### src/rtl/mode_stack_pkg.sv
// Shared constants and types for the mode and stack controller.
// Assumes a 32-bit return code.
package mode_stack_pkg;

    localparam logic [31:0] RET_TO_HANDLER   = 32'hFFFF_FFF1;
    localparam logic [31:0] RET_THREAD_MAIN  = 32'hFFFF_FFF9;
    localparam logic [31:0] RET_THREAD_PROC  = 32'hFFFF_FFFD;

    // Classified return request
    typedef enum logic [1:0] {
        RK_BAD       = 2'd0,
        RK_HANDLER   = 2'd1,
        RK_THR_MAIN  = 2'd2,
        RK_THR_PROC  = 2'd3
    } ret_kind_t;

endpackage

### src/rtl/ret_decode.sv
// Classifies a return code into one of the three accepted requests or BAD.
// Purely combinational; assumes the caller qualifies it with the strobe.
module ret_decode
    import mode_stack_pkg::*;
(
    input  logic [31:0] code,
    output ret_kind_t   kind
);

    // Map the code value to a request kind
    always_comb begin
        unique case (code)
            RET_TO_HANDLER:  kind = RK_HANDLER;
            RET_THREAD_MAIN: kind = RK_THR_MAIN;
            RET_THREAD_PROC: kind = RK_THR_PROC;
            default:         kind = RK_BAD;
        endcase
    end

endmodule

### src/rtl/mode_ctrl.sv
// Mode, thread privilege, thread stack select and nesting depth.
// Assumes entry has priority over return, and both over control writes.
// The depth saturates at its maximum; callers keep nesting below it.
module mode_ctrl
    import mode_stack_pkg::*;
#(
    parameter int NEST_W = 4
) (
    input  logic       clk,
    input  logic       rst_n,
    input  logic       exc_enter,
    input  logic       exc_return,
    input  ret_kind_t  kind,
    input  logic       ctrl_we,
    input  logic [1:0] ctrl_wdata,
    output logic       handler_q,
    output logic       thr_priv_q,
    output logic       thr_psp_q,
    output logic       illegal_q
);

    localparam logic [NEST_W-1:0] NEST_MAX = {NEST_W{1'b1}};
    localparam logic [NEST_W-1:0] NEST_ONE = NEST_W'(1);

    logic [NEST_W-1:0] nest_q, nest_d;
    logic              handler_d, thr_priv_d, thr_psp_d, illegal_d;
    logic              ret_legal;

    // Decide whether a return request is acceptable in the current state
    always_comb begin
        ret_legal = 1'b0;
        if (handler_q) begin
            unique case (kind)
                RK_HANDLER:  ret_legal = (nest_q > NEST_ONE);
                RK_THR_MAIN,
                RK_THR_PROC: ret_legal = 1'b1;
                default:     ret_legal = 1'b0;
            endcase
        end
    end

    // Next-state selection by event priority
    always_comb begin
        handler_d  = handler_q;
        thr_priv_d = thr_priv_q;
        thr_psp_d  = thr_psp_q;
        nest_d     = nest_q;
        illegal_d  = 1'b0;
        if (exc_enter) begin
            handler_d = 1'b1;
            if (nest_q != NEST_MAX) nest_d = nest_q + NEST_ONE;
        end else if (exc_return) begin
            if (!ret_legal) begin
                illegal_d = 1'b1;
            end else begin
                nest_d = nest_q - NEST_ONE;
                if (kind == RK_HANDLER) begin
                    handler_d = 1'b1;
                end else begin
                    handler_d = 1'b0;
                    thr_psp_d = (kind == RK_THR_PROC);
                end
            end
        end else if (ctrl_we) begin
            if (handler_q) begin
                thr_priv_d = ctrl_wdata[0];
            end else begin
                thr_psp_d  = ctrl_wdata[1];
                thr_priv_d = thr_priv_q & ctrl_wdata[0];
            end
        end
    end

    // State registers with synchronous reset
    always_ff @(posedge clk) begin
        if (!rst_n) begin
            handler_q  <= 1'b0;
            thr_priv_q <= 1'b1;
            thr_psp_q  <= 1'b0;
            nest_q     <= '0;
            illegal_q  <= 1'b0;
        end else begin
            handler_q  <= handler_d;
            thr_priv_q <= thr_priv_d;
            thr_psp_q  <= thr_psp_d;
            nest_q     <= nest_d;
            illegal_q  <= illegal_d;
        end
    end

    // entry always lands in handler mode
    p_enter_handler_r2: assert property (@(posedge clk) disable iff (!rst_n)
        exc_enter |=> handler_q);

    // an unprivileged thread stays unprivileged unless an exception is taken
    p_no_self_priv_r5: assert property (@(posedge clk) disable iff (!rst_n)
        (!handler_q && !thr_priv_q) |=> (handler_q || !thr_priv_q));

    // an illegal return leaves the mode and depth untouched
    p_illegal_hold_r8: assert property (@(posedge clk) disable iff (!rst_n)
        illegal_q |-> ($stable(handler_q) && $stable(nest_q) && $stable(thr_psp_q)));

    // handler mode always has at least one level of nesting
    p_nest_live_r12: assert property (@(posedge clk) disable iff (!rst_n)
        handler_q |-> (nest_q != '0));

endmodule

### src/rtl/sp_bank.sv
// Two banked stack pointers with an explicit write and read port and an
// active-pointer output. The caller gates writes by privilege through wr_allow.
module sp_bank #(
    parameter int SP_W       = 32,
    parameter int ALIGN_BITS = 2
) (
    input  logic            clk,
    input  logic            rst_n,
    input  logic            wr_en,
    input  logic            wr_allow,
    input  logic            wr_sel,
    input  logic [SP_W-1:0] wr_data,
    input  logic            rd_sel,
    input  logic            active_sel,
    output logic [SP_W-1:0] rd_data,
    output logic [SP_W-1:0] cur_sp
);

    localparam int N_BANK = 2;

    logic [SP_W-1:0] bank_q [N_BANK];

    for (genvar g = 0; g < N_BANK; g++) begin : g_bank
        // One pointer register; written when selected and allowed
        always_ff @(posedge clk) begin
            if (!rst_n) begin
                bank_q[g] <= '0;
            end else if (wr_en && wr_allow && (wr_sel == g[0])) begin
                bank_q[g] <= {wr_data[SP_W-1:ALIGN_BITS], {ALIGN_BITS{1'b0}}};
            end
        end
    end

    // Explicit read and active pointer selection
    always_comb begin
        rd_data = bank_q[rd_sel];
        cur_sp  = bank_q[active_sel];
    end

    // refused or absent writes leave both pointers unchanged
    p_sp_guard_r10: assert property (@(posedge clk) disable iff (!rst_n)
        !(wr_en && wr_allow) |=> ($stable(bank_q[0]) && $stable(bank_q[1])));

    // stored pointers keep the low bits clear
    p_sp_align_r10: assert property (@(posedge clk) disable iff (!rst_n)
        (bank_q[0][ALIGN_BITS-1:0] == '0) && (bank_q[1][ALIGN_BITS-1:0] == '0));

endmodule

### src/rtl/mode_stack_ctrl.sv
// Top of the mode and stack controller. Combines the return decoder, the
// mode state and the stack pointer bank; outputs derive from registered state.
module mode_stack_ctrl #(
    parameter int SP_W   = 32,
    parameter int NEST_W = 4
) (
    input  logic            clk,
    input  logic            rst_n,
    input  logic            exc_enter,
    input  logic            exc_return,
    input  logic [31:0]     ret_code,
    input  logic            ctrl_we,
    input  logic [1:0]      ctrl_wdata,
    input  logic            sp_we,
    input  logic            sp_wsel,
    input  logic [SP_W-1:0] sp_wdata,
    input  logic            sp_rsel,
    output logic [SP_W-1:0] sp_rdata,
    output logic            handler_o,
    output logic            priv_o,
    output logic            psp_active_o,
    output logic [SP_W-1:0] cur_sp_o,
    output logic [1:0]      ctrl_o,
    output logic            illegal_ret_o
);

    import mode_stack_pkg::*;

    ret_kind_t kind;
    logic      handler_q, thr_priv_q, thr_psp_q, illegal_q;

    ret_decode u_dec (
        .code (ret_code),
        .kind (kind)
    );

    mode_ctrl #(.NEST_W(NEST_W)) u_mode (
        .clk        (clk),
        .rst_n      (rst_n),
        .exc_enter  (exc_enter),
        .exc_return (exc_return),
        .kind       (kind),
        .ctrl_we    (ctrl_we),
        .ctrl_wdata (ctrl_wdata),
        .handler_q  (handler_q),
        .thr_priv_q (thr_priv_q),
        .thr_psp_q  (thr_psp_q),
        .illegal_q  (illegal_q)
    );

    // Effective privilege and stack choice
    always_comb begin
        handler_o     = handler_q;
        priv_o        = handler_q | thr_priv_q;
        psp_active_o  = ~handler_q & thr_psp_q;
        ctrl_o        = {thr_psp_q, thr_priv_q};
        illegal_ret_o = illegal_q;
    end

    sp_bank #(.SP_W(SP_W), .ALIGN_BITS(2)) u_sp (
        .clk        (clk),
        .rst_n      (rst_n),
        .wr_en      (sp_we),
        .wr_allow   (priv_o),
        .wr_sel     (sp_wsel),
        .wr_data    (sp_wdata),
        .rd_sel     (sp_rsel),
        .active_sel (psp_active_o),
        .rd_data    (sp_rdata),
        .cur_sp     (cur_sp_o)
    );

    // handler mode is privileged and on the main stack
    p_handler_main_r3: assert property (@(posedge clk) disable iff (!rst_n)
        handler_o |-> (priv_o && !psp_active_o));

    // the current pointer tracks the explicitly read bank of the same select
    p_cur_sp_r4: assert property (@(posedge clk) disable iff (!rst_n)
        (sp_rsel == psp_active_o) |-> (cur_sp_o == sp_rdata));

endmodule

### config.mk
export PLATFORM = sky130hd
export DESIGN_NAME = mode_stack_ctrl
export DESIGN_NICKNAME = d
export VERILOG_FILES = /design/src/rtl/mode_stack_pkg.sv /design/src/rtl/ret_decode.sv /design/src/rtl/mode_ctrl.sv /design/src/rtl/sp_bank.sv /design/src/rtl/mode_stack_ctrl.sv
export SDC_FILE = /design/constraint.sdc
export NUM_CORES = 1
export LEC_CHECK = 0
export CAP_MARGIN = 10
export CORE_AREA = 5 5 103 105
export DETAILED_ROUTE_END_ITERATION = 8
export DIE_AREA = 0 0 108 110
export PLACE_DENSITY = 0.79
export SKIP_CTS_REPAIR_TIMING = 1
export SKIP_LAST_GASP = 1
export SLEW_MARGIN = 10
export SYNTH_ARGS = -nofsm -noshare
export SYNTH_HDL_FRONTEND = slang
export SYNTH_HIERARCHICAL = 1
export SYNTH_SLANG_ARGS = --single-unit
### constraint.sdc
create_clock -name clk -period 3.3 [get_ports clk]
set_input_delay 0.825 -clock clk [delete_from_list [all_inputs] [get_ports clk]]
set_output_delay 0.825 -clock clk [all_outputs]
set_load 0.01 [all_outputs]
After elaboration in Yosys (flattened, before gate mapping):

Memory sizes are Yosys's and may differ from the RTL's.
Cells that the tools add are included.

* add/subtract/negate cells: 2
* multipliers: 0
* divide/modulo/power cells: 0
* $lt $le $gt $ge: 1
* eq/ne operators: 11
* shift operators: 0
* mux-type cells: 27
* bitwise operators: 10
* reductions and logical operators: 12

Operators by type and width (number)
* 32-bit == test (second input constant): 3
* 30-bit 2-to-1 mux: 2
* 1-bit 2-to-1 mux: 19
* 4-bit 2-to-1 mux: 4
* 2-bit case mux with 3 select lines: 1
* 3-bit AND reduction: 2
* 2-bit nonzero test: 3
* 1-bit NOT: 5
* 5-bit AND reduction: 1
* 4-bit by 1-bit adder with 4-bit output (second input constant): 1
* 2-bit == test (second input constant): 2
* 4-bit by 1-bit > comparator with 1-bit output (second input constant): 1
* 2-bit by 1-bit != test with 1-bit output (second input constant): 2
* 2-bit != test (second input constant): 2
* 4-bit != test (second input constant): 1
* 4-bit by 1-bit subtractor with 4-bit output (second input constant): 1
* 1-bit logical AND: 3
* 1-bit bitwise OR: 3
* 3-bit OR reduction: 1
* 1-bit AND: 2
* 2-bit by 1-bit == test with 1-bit output (second input constant): 1
* 1-bit case mux with 2 select lines: 1
* 2-bit AND reduction: 1
* 2-bit OR reduction: 1

* register bits: 8
* latch bits: 0
* bits in writable memories: 60
* ROM bits: 0
* input bits: 74
* output and inout port bits: 70
* word-level logic and storage cells: 69
* memories: 1

Memory list
* u_sp.bank_q: words 2, bits a word 30, read ports 2, clocked after memory_dff 0, write ports 2, RTL line sp_bank.sv:21 `logic [SP_W-1:0] bank_q [N_BANK];`

Depth between registers and ports, before layout:

Gate-level depths: netlist of the first run.

* depth in word-level cells: 9
* mapped depth: 7

Cells and area by module:

Netlist of the first run, hierarchy kept.

Modules (own cells, without submodules)
* sp_bank: instances 1, cells each 203, area each 3016.6 sq um
* mode_ctrl: instances 1, cells each 66, area each 549.3 sq um
* ret_decode: instances 1, cells each 16, area each 101.3 sq um
* mode_stack_ctrl: instances 1, cells each 4, area each 30.0 sq um

Worst setup path before layout of the first run:

No wires, ideal clock.

* path type: in2reg
* start point: input sp_we
* end point: memory u_sp/bank_q[0][0] (netlist name), enable pin
* library setup time: 459 ps
* arrival time: 3020 ps
* required time: 2841 ps
* slack: -179 ps
* cell stages on the path: 2
* path through: nand2_1 o21ai_0

RTL lines
* start: declaration: RTL line mode_stack_ctrl.sv:14 `input logic sp_we,`
* end: declaration: RTL line sp_bank.sv:21

Worst setup path in the final report of the first run:

* start point: input sp_rsel
* end point: output sp_rdata[3]

* word-level cells in the longest chain between the ends: 1

Ends and longest elaborated chain
* start: declaration: RTL line mode_stack_ctrl.sv:17 `input logic sp_rsel,`
* memory read 2 x 30 bit
* end: declaration: RTL line mode_stack_ctrl.sv:18 `output logic [SP_W-1:0] sp_rdata,`

Every way passes these cells.

==> results of run 1 <==
metal layers:
metal	global-route usage (%)	vias to the layer above	part of all wire (%)
met5	0	-	0
met2	27.26	103	51
li1	-	1319	-
met3	5.766	7	7.7
met4	3.427	0	0.81
met1	16.26	1295	41
area by class of cell:
cell class                      count  area (um^2)  area share (%)
Clock buffer                       10        127.6           2.343
Clock inverter                      6        102.6           1.884
Inverter                            4        15.01          0.2757
Multi-Input combinational cell    200         1627           29.86
Sequential cell                    68         1962           36.02
Tap cell                          133        166.4           3.055
Timing Repair Buffer              142         1446           26.56
Yosys cell counts (3+ instances only):
library cell / count / area [um^2]
a21oi_1: 3 / 15.01
and2_1: 36 / 225.2
and2_2: 26 / 195.2
buf_2: 6 / 30.03
buf_4: 7 / 52.55
clkbuf_2: 6 / 30.03
dfxtp_1: 8 / 160.2
edfxtp_1: 60 / 1802
ha_1: 3 / 37.54
inv_1: 4 / 15.01
mux2_2: 60 / 675.7
mux2i_1: 3 / 30.03
nand2_1: 10 / 37.54
nand3_1: 6 / 30.03
nand4_1: 7 / 43.79
nor2_1: 5 / 18.77
o21ai_0: 4 / 20.02
flip-flops by register name (all words and copies together) (netlist names):
register           flops
u_mode/handler_q       1
u_mode/illegal_q       1
u_mode/nest_q          4
u_mode/thr_priv_q      1
u_mode/thr_psp_q       1
u_sp/bank_q           60
metrics by stage:
| stage | worst slack, ns | instance area, um^2 | power [mW] |
|---|---|---|---|
| global placement | 0.05568 | 5216 | 1.481 |
| floorplan | 0.6324 | 3709 | 1.232 |
| CTS | 0.05409 | 5446 | 2.285 |
| finish | 0.05969 | 5446 | 2.255 |
| detailed placement | 0.06055 | 5216 | 1.492 |
| global route | 0.005895 | 5446 | 2.356 |
power groups by stage:
stage	combinational (mW)	sequential, mW	clock, mW
global placement	0.439	1.04	0
CTS	0.447	1.03	0.809
detailed placement	0.445	1.05	0
floorplan	0.193	1.04	0
finish	0.440	1.03	0.786
global route	0.472	1.04	0.847
logic make-up (layout without fill, tap and decap cells):
logic type,count (synthesis),after routing,share of synthesized area (%)
AND/OR/NAND/NOR,112,112,19.83
flip-flops,68,68,53.06
multiplexers,63,63,19.09
buffers and inverters,24,162,3.553
AO/OA/AOI/OAI,16,16,2.876
adder cells (fa/ha/maj),3,3,1.015
XOR/XNOR,2,2,0.4739
other,1,4,0.1014
final timing paths:
path | startpoint | to
worst max-delay path | sp_rsel | sp_rdata[3]
worst min-delay path | u_mode/nest_q[1] | u_mode/nest_q[1]
worst max register to register | u_mode/handler_q | u_sp/bank_q[0][29]
worst min register to register | u_mode/nest_q[1] | u_mode/nest_q[1]
worst reg2reg max path: stages, from the launching register on:
cell and delay [ns]:
dfxtp_1 0.49, or2_1 0.21, and4b_1 0.90, and2_2 0.29
==> metrics.md, run 1 <==
| Metric | Value |
|---|---|
| CTS tree | `yes` |
| Status | `complete, no violations` |
| Comb pwr share | `19.5%` |
| Cell Chain, Critical Path | `clkdlybuf4s50_1, buf_12, mux2_2, clkdlybuf4s50_1` |
| Max Fclk | `308.6 MHz` |
| Initial antenna violation count | `0` |
| Endpoints failing hold | `0` |
| Commonest cells after routing, fill and taps aside | `clkdlybuf4s50_1, mux2_2, edfxtp_1, and2_1, and2_2` |
| Dpl hpwl | `6277 um` |
| Layout Cells excl Fill | `563` |
| Vias after detailed routing | `2724` |
| # fillers | `783` |
| Synth Flop Type | `edfxtp_1` |
| Crit path buf inv count | `3` |
| Routed vias/inst | `slightly below 5` |
| Register share of total power | `45.6%` |
| Clk_lat worst skew | `0.33 ns` |
| 1st-pass router iterations | `6` |
| Largest net degree at the start of global routing | `31` |
| Critical path class | `input port to primary output` |
| Clock Tree Buf Depth | `2` |
| Fin crit share | `between 90% and 100%` |
| Routed WL | `8670 um` |
| Die extent in x | `108 um` |
| Hold_ws | `approximately 0.52 ns` |
| Vias in the first global route | `2887` |
| NetSw | `0.4888 mW` |
| Slew margin rel. | `~31%` |
| Pint | `1.766 mW` |
| Slew Viols, Final | `0` |
| H-Tree Depth | `3` |
| Most common cell on crit path | `clkdlybuf4s50_1` |
| CTS clk-pin slew, worst paths | `0.07 ns` |
| FF+latch count, synth | `68` |
| Worst vdd ir | `0.1988 mV` |
| DP Cell Count | `547` |
| WHS Path Cells | `2` |
| Worst endpoint data arrival time | `about 2.4 ns` |
| Number of antenna-violating nets in the routed design | `0` |
| First-pass GRT wire length | `13630 um` |
| Actual slew at the worst max-slew pin | `1.030 ns` |
| Final core occ | `around 57%` |
| Net Sw Frac | `a little over a fifth` |
| Crit Path Max Fanout | `30` |
| Flop-to-flop setup slack | `1.28 ns` |
| Critical-path cell with the highest stage delay | `clkdlybuf4s50_1` |
| Nets | `502` |
| Crit end category | `primary output` |
| Req. time, crit path | `~2.5 ns` |
| IO Count | `~140` |
| Mean Syn Cell Area | `12.79 um^2` |
| Ant diodes | `0` |
| Minimum clock period | `3.240 ns` |
| Sequential share of the synthesized area | `53.06%` |
| Area Growth Syn to Fin | `47.31%` |
| CTS Root Cell | `clkbuf_8` |
| Synth cell types | `46` |
| Pwr dens | `~410 nW/um^2` |
| Ratio of cells with drive above 1 in the final layout | `26.28%` |
| Largest delay share family, worst path | `buffers and inverters` |
| Starting DRT DRC Count | `between 90 and 100` |
| Setup TNS Final | `0 ns` |
| Yosys warns | `6` |
| Port buffer count | `137` |
| DRC | `0` |
| Initial Utilization | `38.72%` |
| Grt ovf | `0` |
| Levels on crit path | `4` |
| # setup viols final | `0` |
| Die Ht | `110 um` |
| CP max stage delay | `roughly 0.5 ns` |
| Global placer's final weighted congestion | `between 0.7 and 0.8` |
| RSZ-0062 raised after global routing | `no` |
| Mean routed wirelength per cell | `15.40 um` |
| FFs w/ async S/R, synth | `0%` |
| CTS Buf Count | `9` |
| Clk_skew | `0.006276 ns` |
| Max_cap viols | `0` |
| Post-synth EDFFs | `60` |
| Syn Inst Count | `289` |
| Hold WC Path Type | `flop to flop` |
| Clock power frac | `a little over a third` |
| LEAKAGE | `2.047 nW` |
| Total GRT Usage | `between 10% and 20%` |
| CP Launch Type | `input port` |
| Worst Reg-to-Reg Cells | `3` |
| Mapped Area | `roughly 3700 um^2` |
| TritonCTS Sinks | `68` |
| Std cell rows | `36` |
| Core area | `9549 um^2` |
| Die area | `11880 um^2` |
| Commonest non-fill, non-tap cell in the layout | `clkdlybuf4s50_1` |
Power figures use the tool's default switching activity.
==> run 2, diff against run 1 <==
--- a/config.mk
+++ b/config.mk
@@ -5,11 +5,12 @@
 export SDC_FILE = /design/constraint.sdc
 export NUM_CORES = 1
 export LEC_CHECK = 0
-export CAP_MARGIN = 10
 export CORE_AREA = 5 5 103 105
+export CTS_BUF_LIST = sky130_fd_sc_hd__clkbuf_4
 export DETAILED_ROUTE_END_ITERATION = 8
 export DIE_AREA = 0 0 108 110
 export PLACE_DENSITY = 0.79
+export RECOVER_POWER = 25
 export SKIP_CTS_REPAIR_TIMING = 1
 export SKIP_LAST_GASP = 1
 export SLEW_MARGIN = 10
==> metrics.md, run 2 (synthesized netlist as in run 1, its figures left out) <==
| Metric | Value |
|---|---|
| Status | `finished with violations` |
| Violated checks | `max-capacitance violations, max-slew violations` |
| Port buffer count | `137 (unchanged)` |
| Die Ht | `110 um (unchanged)` |
| R2R Path End | `u_sp/bank_q[0][19]` |
| Slew Viols, Final | `16 (+16)` |
| Worst endpoint data arrival time | `2.41 ns (about the same)` |
| Grt met2 use | `26.82% (-0.44 points)` |
| IO Count | `144 (unchanged)` |
| First-pass GRT wire length | `13540 um (-0.71%)` |
| Std cell rows | `36 (unchanged)` |
| Design area | `5374 um^2 (-1.3%)` |
| Die area | `11880 um^2 (unchanged)` |
| CTS Root Cell | `clkbuf_4` |
| Initial Utilization | `38.72% (unchanged)` |
| CTS tree | `yes` |
| Fin crit share | `98.18% (about the same)` |
| Hold WC Path Type | `flop to flop` |
| CTS Buf Count | `9 (unchanged)` |
| Clk_skew | `0.006905 ns (+0.0006286 ns)` |
| Vias after detailed routing | `2706 (-0.66%)` |
| Hold path start | `u_mode/thr_psp_q` |
| Biggest regs | `u_sp/bank_q: 60 flops, u_mode/nest_q: 4 flops` |
| Slew margin rel. | `-13.12% (-44 points)` |
| Critical path class | `input port to primary output` |
| DRC | `0 (unchanged)` |
| Ratio of cells with drive above 1 in the final layout | `25.81% (-0.47 points)` |
| Routed vias/inst | `4.806 (-0.66%)` |
| Routed WL | `8666 um (about the same)` |
| M3 GR Usage | `5.067% (-0.70 points)` |
| Worst vdd ir | `0.1692 mV (-15%)` |
| RSZ-0062 raised after global routing | `no` |
| Crit Path Max Fanout | `30 (unchanged)` |
| Max Fclk | `308.7 MHz (about the same)` |
| Total GRT Usage | `14.73% (-0.14 points)` |
| Starting DRT DRC Count | `98 (+6.5%)` |
| Minimum clock period | `3.240 ns (-0.0004096 ns)` |
| Clock Tree Buf Depth | `2 (unchanged)` |
| Commonest non-fill, non-tap cell in the layout | `clkdlybuf4s50_1` |
| Ant diodes | `0 (unchanged)` |
| Largest Register | `u_sp/bank_q` |
| # setup viols final | `0 (unchanged)` |
| LEAKAGE | `2.023 nW (-1.2%)` |
| CTS clk-pin slew, worst paths | `0.11 ns (+0.04 ns)` |
| Core area | `9549 um^2 (unchanged)` |
| Hold_ws | `0.5342 ns (+0.01162 ns)` |
| Endpoints failing hold | `0 (unchanged)` |
| Area Growth Syn to Fin | `45.35%` |
| Clk_lat worst skew | `0.39 ns (+0.06 ns)` |
| 1st-pass router iterations | `4 (-2)` |
| Max_cap viols | `1 (+1)` |
| Nets | `502 (unchanged)` |
| Global placer's final weighted congestion | `0.7189 (unchanged)` |
| Crit end category | `primary output` |
| Largest register FFs | `60 (unchanged)` |
| CP Launch Type | `input port` |
| Die extent in x | `108 um (unchanged)` |
| Pwr dens | `396.5 nW/um^2 (-4.2%)` |
| Hold EP | `u_mode/thr_psp_q` |
| H-Tree Depth | `3 (unchanged)` |
| Number of antenna-violating nets in the routed design | `0 (unchanged)` |
| Dpl hpwl | `6277 um (unchanged)` |
| Flop-to-flop setup slack | `0.70 ns (-0.58 ns)` |
| Worst reg2reg path startpoint | `u_mode/handler_q` |
| TritonCTS Sinks | `68 (unchanged)` |
| Actual slew at the worst max-slew pin | `1.686 ns (+0.6558 ns)` |
| GRT Max-Usage Layer | `met2` |
| Commonest cells after routing, fill and taps aside | `clkdlybuf4s50_1, mux2_2, edfxtp_1, and2_1, and2_2` |
| Largest net degree at the start of global routing | `31 (unchanged)` |
| Req. time, crit path | `2.47 ns (about the same)` |
| Worst Reg-to-Reg Cells | `4 (+1)` |
| Mean routed wirelength per cell | `15.39 um (about the same)` |
| Placed cell area | `5216 um^2 (unchanged)` |
| Grt ovf | `0 (unchanged)` |
| Setup TNS Final | `0 ns (unchanged)` |
| Vias in the first global route | `2897 (+0.35%)` |
| WHS Path Cells | `2 (unchanged)` |
| GR Util met1 | `16.33% (+0.074 points)` |
| Initial antenna violation count | `0 (unchanged)` |
run 2: cell count changes in the layout (fill, tap and decap cells not counted), moves of 2 or more:
cell             previous run  this run
clkbuf_4                    0        10
clkbuf_8                    9         0
clkdlybuf4s50_1           137       135
dlygate4sd3_1               0         2
run 2: stage by stage:
stage / total power, mW / instances / util [%] / worst slack, ns
5_1_grt: 2.224 / 563 / 56.28 / 0.005895
3_5_place_dp: 1.492 / 547 / 54.63 / 0.06055
2_1_floorplan: 1.232 / 292 / - / 0.6324
6_report: 2.130 / 563 / 56.28 / 0.06010
4_1_cts: 2.160 / 563 / 56.49 / 0.008842
3_3_place_gp: 1.481 / 547 / 54.63 / 0.05568
run 2: cell type report:
| type | instances | area (um^2) |
|---|---|---|
| fill | 789 | 4175 |
| timing repair buffer | 142 | 1444 |
| tap | 133 | 166.4 |
| inverter | 4 | 15.01 |
| clock inverter | 6 | 102.6 |
| sequential | 68 | 1962 |
| clock buffer | 10 | 75.07 |
| multi-input combinational | 200 | 1609 |
run 2: metal layers:
layer / wire length [um] / share of wire, %
met3: 697 / 8.0
met1: 3529 / 41
met2: 4347 / 50
met5: 0 / 0
met4: 91 / 1.1
run 2: worst max-delay path by stage:
| stage | cells after the start | slack (ns) | from | endpoint |
|---|---|---|---|---|
| floorplan | 2 | 0.63 | sp_we | u_sp/bank_q[0][0] |
| global placement | 4 | 0.06 | sp_rsel | sp_rdata[2] |
| detailed placement | 4 | 0.06 | sp_rsel | sp_rdata[27] |
| CTS | 4 | 0.009 | u_mode/handler_q | cur_sp_o[5] |
| global route | 4 | 0.006 | sp_rsel | sp_rdata[2] |
| finish | 4 | 0.06 | sp_rsel | sp_rdata[3] |
run 2: power breakdown:
group | total [mW] | switching, mW | internal, mW
combinational | 0.437 | 0.166 | 0.271
clock | 0.665 | 0.279 | 0.387
sequential | 1.03 | 0.0310 | 0.997
run 2: worst max-delay path, stage by stage:
cell,delay [ns]
clkdlybuf4s50_1,0.51
buf_12,0.22
mux2_2,0.37
clkdlybuf4s50_1,0.48
==> run 3, diff against run 2 <==
--- a/config.mk
+++ b/config.mk
@@ -9,6 +9,7 @@
 export CTS_BUF_LIST = sky130_fd_sc_hd__clkbuf_4
 export DETAILED_ROUTE_END_ITERATION = 8
 export DIE_AREA = 0 0 108 110
+export MAX_ROUTING_LAYER = met4
 export PLACE_DENSITY = 0.79
 export RECOVER_POWER = 25
 export SKIP_CTS_REPAIR_TIMING = 1
==> metrics.md, run 3 (synthesized netlist as in run 1, its figures left out) <==
| Metric | Value |
|---|---|
| Status | `finished with violations` |
| Violated checks | `max-capacitance violations, max-slew violations` |
| Largest register FFs | `60 (unchanged)` |
| Std cell rows | `36 (unchanged)` |
| Register share of total power | `48.3% (about the same)` |
| Initial Utilization | `38.72% (unchanged)` |
| Commonest cells after routing, fill and taps aside | `clkdlybuf4s50_1, mux2_2, edfxtp_1, and2_1, and2_2` |
| Setup TNS Final | `0 ns (unchanged)` |
| Max_cap viols | `1 (unchanged)` |
| Endpoints failing hold | `0 (unchanged)` |
| Global placer's final weighted congestion | `0.7273 (+1.2%)` |
| Final total power | `2.130 mW (about the same)` |
| Slew margin rel. | `-13.93% (-0.81 points)` |
| Pwr dens | `396.4 nW/um^2 (about the same)` |
| Starting DRT DRC Count | `82 (-16%)` |
| Clock power frac | `31.2% (about the same)` |
| Max Fclk | `308.6 MHz (about the same)` |
| CP max stage delay | `0.51 ns (about the same)` |
| Fin crit share | `98.18% (about the same)` |
| Setup WS post-layout | `0.05997 ns (-0.0001328 ns)` |
| LEAKAGE | `2.023 nW (unchanged)` |
| Vias in the first global route | `2895 (-0.069%)` |
| Net Sw Frac | `22.31% (about the same)` |
| Largest delay share family, worst path | `buffers and inverters` |
| Pint | `1.655 mW (about the same)` |
| Hold WC Path Type | `flop to flop` |
| Crit Path Max Fanout | `30 (unchanged)` |
| CTS Root Cell | `clkbuf_4` |
| Dpl hpwl | `6277 um (unchanged)` |
| Design area | `5374 um^2 (unchanged)` |
| RSZ-0062 raised after global routing | `no` |
| Worst vdd ir | `0.1691 mV (about the same)` |
| Clk_lat worst skew | `0.39 ns (about the same)` |
| Routed WL | `8662 um (about the same)` |
| Clock Tree Buf Depth | `2 (unchanged)` |
| Crit path buf inv count | `3 (unchanged)` |
| Die area | `11880 um^2 (unchanged)` |
| Reg area | `1962 um^2 (unchanged)` |
| Initial antenna violation count | `0 (unchanged)` |
| Grt ovf | `0 (unchanged)` |
| CP Launch Type | `input port` |
| Crit end category | `primary output` |
| Cell Chain, Critical Path | `clkdlybuf4s50_1, buf_12, mux2_2, clkdlybuf4s50_1` |
| NetSw | `0.4752 mW (about the same)` |
| Vias after detailed routing | `2714 (+0.30%)` |
| DRC | `0 (unchanged)` |
| Biggest regs | `u_sp/bank_q: 60 flops, u_mode/nest_q: 4 flops` |
| Area Growth Syn to Fin | `45.35% (unchanged)` |
| Pre-CTS setup slack | `0.06055 ns (unchanged)` |
| Ratio of cells with drive above 1 in the final layout | `25.81% (unchanged)` |
| Largest Register | `u_sp/bank_q` |
| # fillers | `789 (unchanged)` |
| Die extent in x | `108 um (unchanged)` |
| Commonest non-fill, non-tap cell in the layout | `clkdlybuf4s50_1` |
| Nets | `502 (unchanged)` |
| Die Ht | `110 um (unchanged)` |
| # setup viols final | `0 (unchanged)` |
| Most common cell on crit path | `clkdlybuf4s50_1` |
| Worst endpoint data arrival time | `2.42 ns (about the same)` |
| Routed vias/inst | `4.821 (+0.30%)` |
| Placed cell area | `5216 um^2 (unchanged)` |
| Minimum clock period | `3.240 ns (+0.0001328 ns)` |
| Area of the multi-input gates | `1609 um^2 (unchanged)` |
| Critical path class | `input port to primary output` |
| Slew Viols, Final | `16 (unchanged)` |
| Number of antenna-violating nets in the routed design | `0 (unchanged)` |
| Actual slew at the worst max-slew pin | `1.698 ns (+0.01200 ns)` |
| Comb pwr share | `20.5% (about the same)` |
| CTS clk-pin slew, worst paths | `0.11 ns (about the same)` |
| Largest net degree at the start of global routing | `31 (unchanged)` |
| Clk_skew | `0.006951 ns (+0.00004613 ns)` |
| Critical-path cell with the highest stage delay | `clkdlybuf4s50_1` |
| 1st-pass router iterations | `4 (unchanged)` |
| Total GRT Usage | `15.18% (+0.45 points)` |
| CTS tree | `yes` |
| First-pass GRT wire length | `13560 um (+0.16%)` |
| Core area | `9549 um^2 (unchanged)` |
| IO Count | `144 (unchanged)` |
| Req. time, crit path | `2.47 ns (about the same)` |
| Ant diodes | `0 (unchanged)` |
| Port buffer count | `137 (unchanged)` |
| H-Tree Depth | `3 (unchanged)` |
| Mean routed wirelength per cell | `15.39 um (about the same)` |
| CTS Buf Count | `9 (unchanged)` |
| TritonCTS Sinks | `68 (unchanged)` |
==> run 3: cell type report <==
class | instances | share of cell area, %
clock buffers | 10 | 1.397
multi-input cells | 200 | 29.94
clock inverters | 6 | 1.909
inverters | 4 | 0.2794
flip-flops and latches | 68 | 36.51
well taps | 133 | 3.097
repair buffers | 142 | 26.87
==> run 3: final timing paths <==
check | from | to | slack (ns) | cells past startpoint
setup / recovery | sp_rsel | sp_rdata[3] | 0.06 | 4
hold / removal | u_mode/thr_psp_q | u_mode/thr_psp_q | 0.53 | 2
setup reg to reg | u_mode/handler_q | u_sp/bank_q[0][19] | 0.69 | 4
hold reg to reg | u_mode/thr_psp_q | u_mode/thr_psp_q | 0.53 | 2
==> run 3: stage by stage <==
step	hold slack, ns	std cells	utilization [%]
finish	0.5342	563	56.28
global route	0.5888	563	56.28
CTS	0.5289	563	56.49
detailed placement	0.5133	547	54.63
global placement	0.5002	547	54.63
floorplan	0.4800	292	-
==> run 3: worst reg2reg max path: cells and delay by family, from the launching register on <==
kind | cells | cell delay, ns
AOI/OAI and AO/OA | 1 | 1.27
DFF | 1 | 0.50
and+or+nand+nor | 2 | 0.29
buffers and inverters | 1 | 0.26
==> run 3: layer usage <==
layer	track usage, %	up-vias	part of all wire, %
met5	-	-	0
li1	-	1320	-
met1	16.96	1274	42
met2	26.82	112	50
met4	4.238	0	1.0
met3	4.193	8	6.9
==> run 3: power groups by stage <==
stage / Clock (mW) / Combinational [mW] / Sequential (mW)
2_1_floorplan: 0 / 0.193 / 1.04
6_report: 0.665 / 0.437 / 1.03
3_3_place_gp: 0 / 0.439 / 1.04
3_5_place_dp: 0 / 0.445 / 1.05
4_1_cts: 0.685 / 0.447 / 1.03
5_1_grt: 0.718 / 0.470 / 1.04
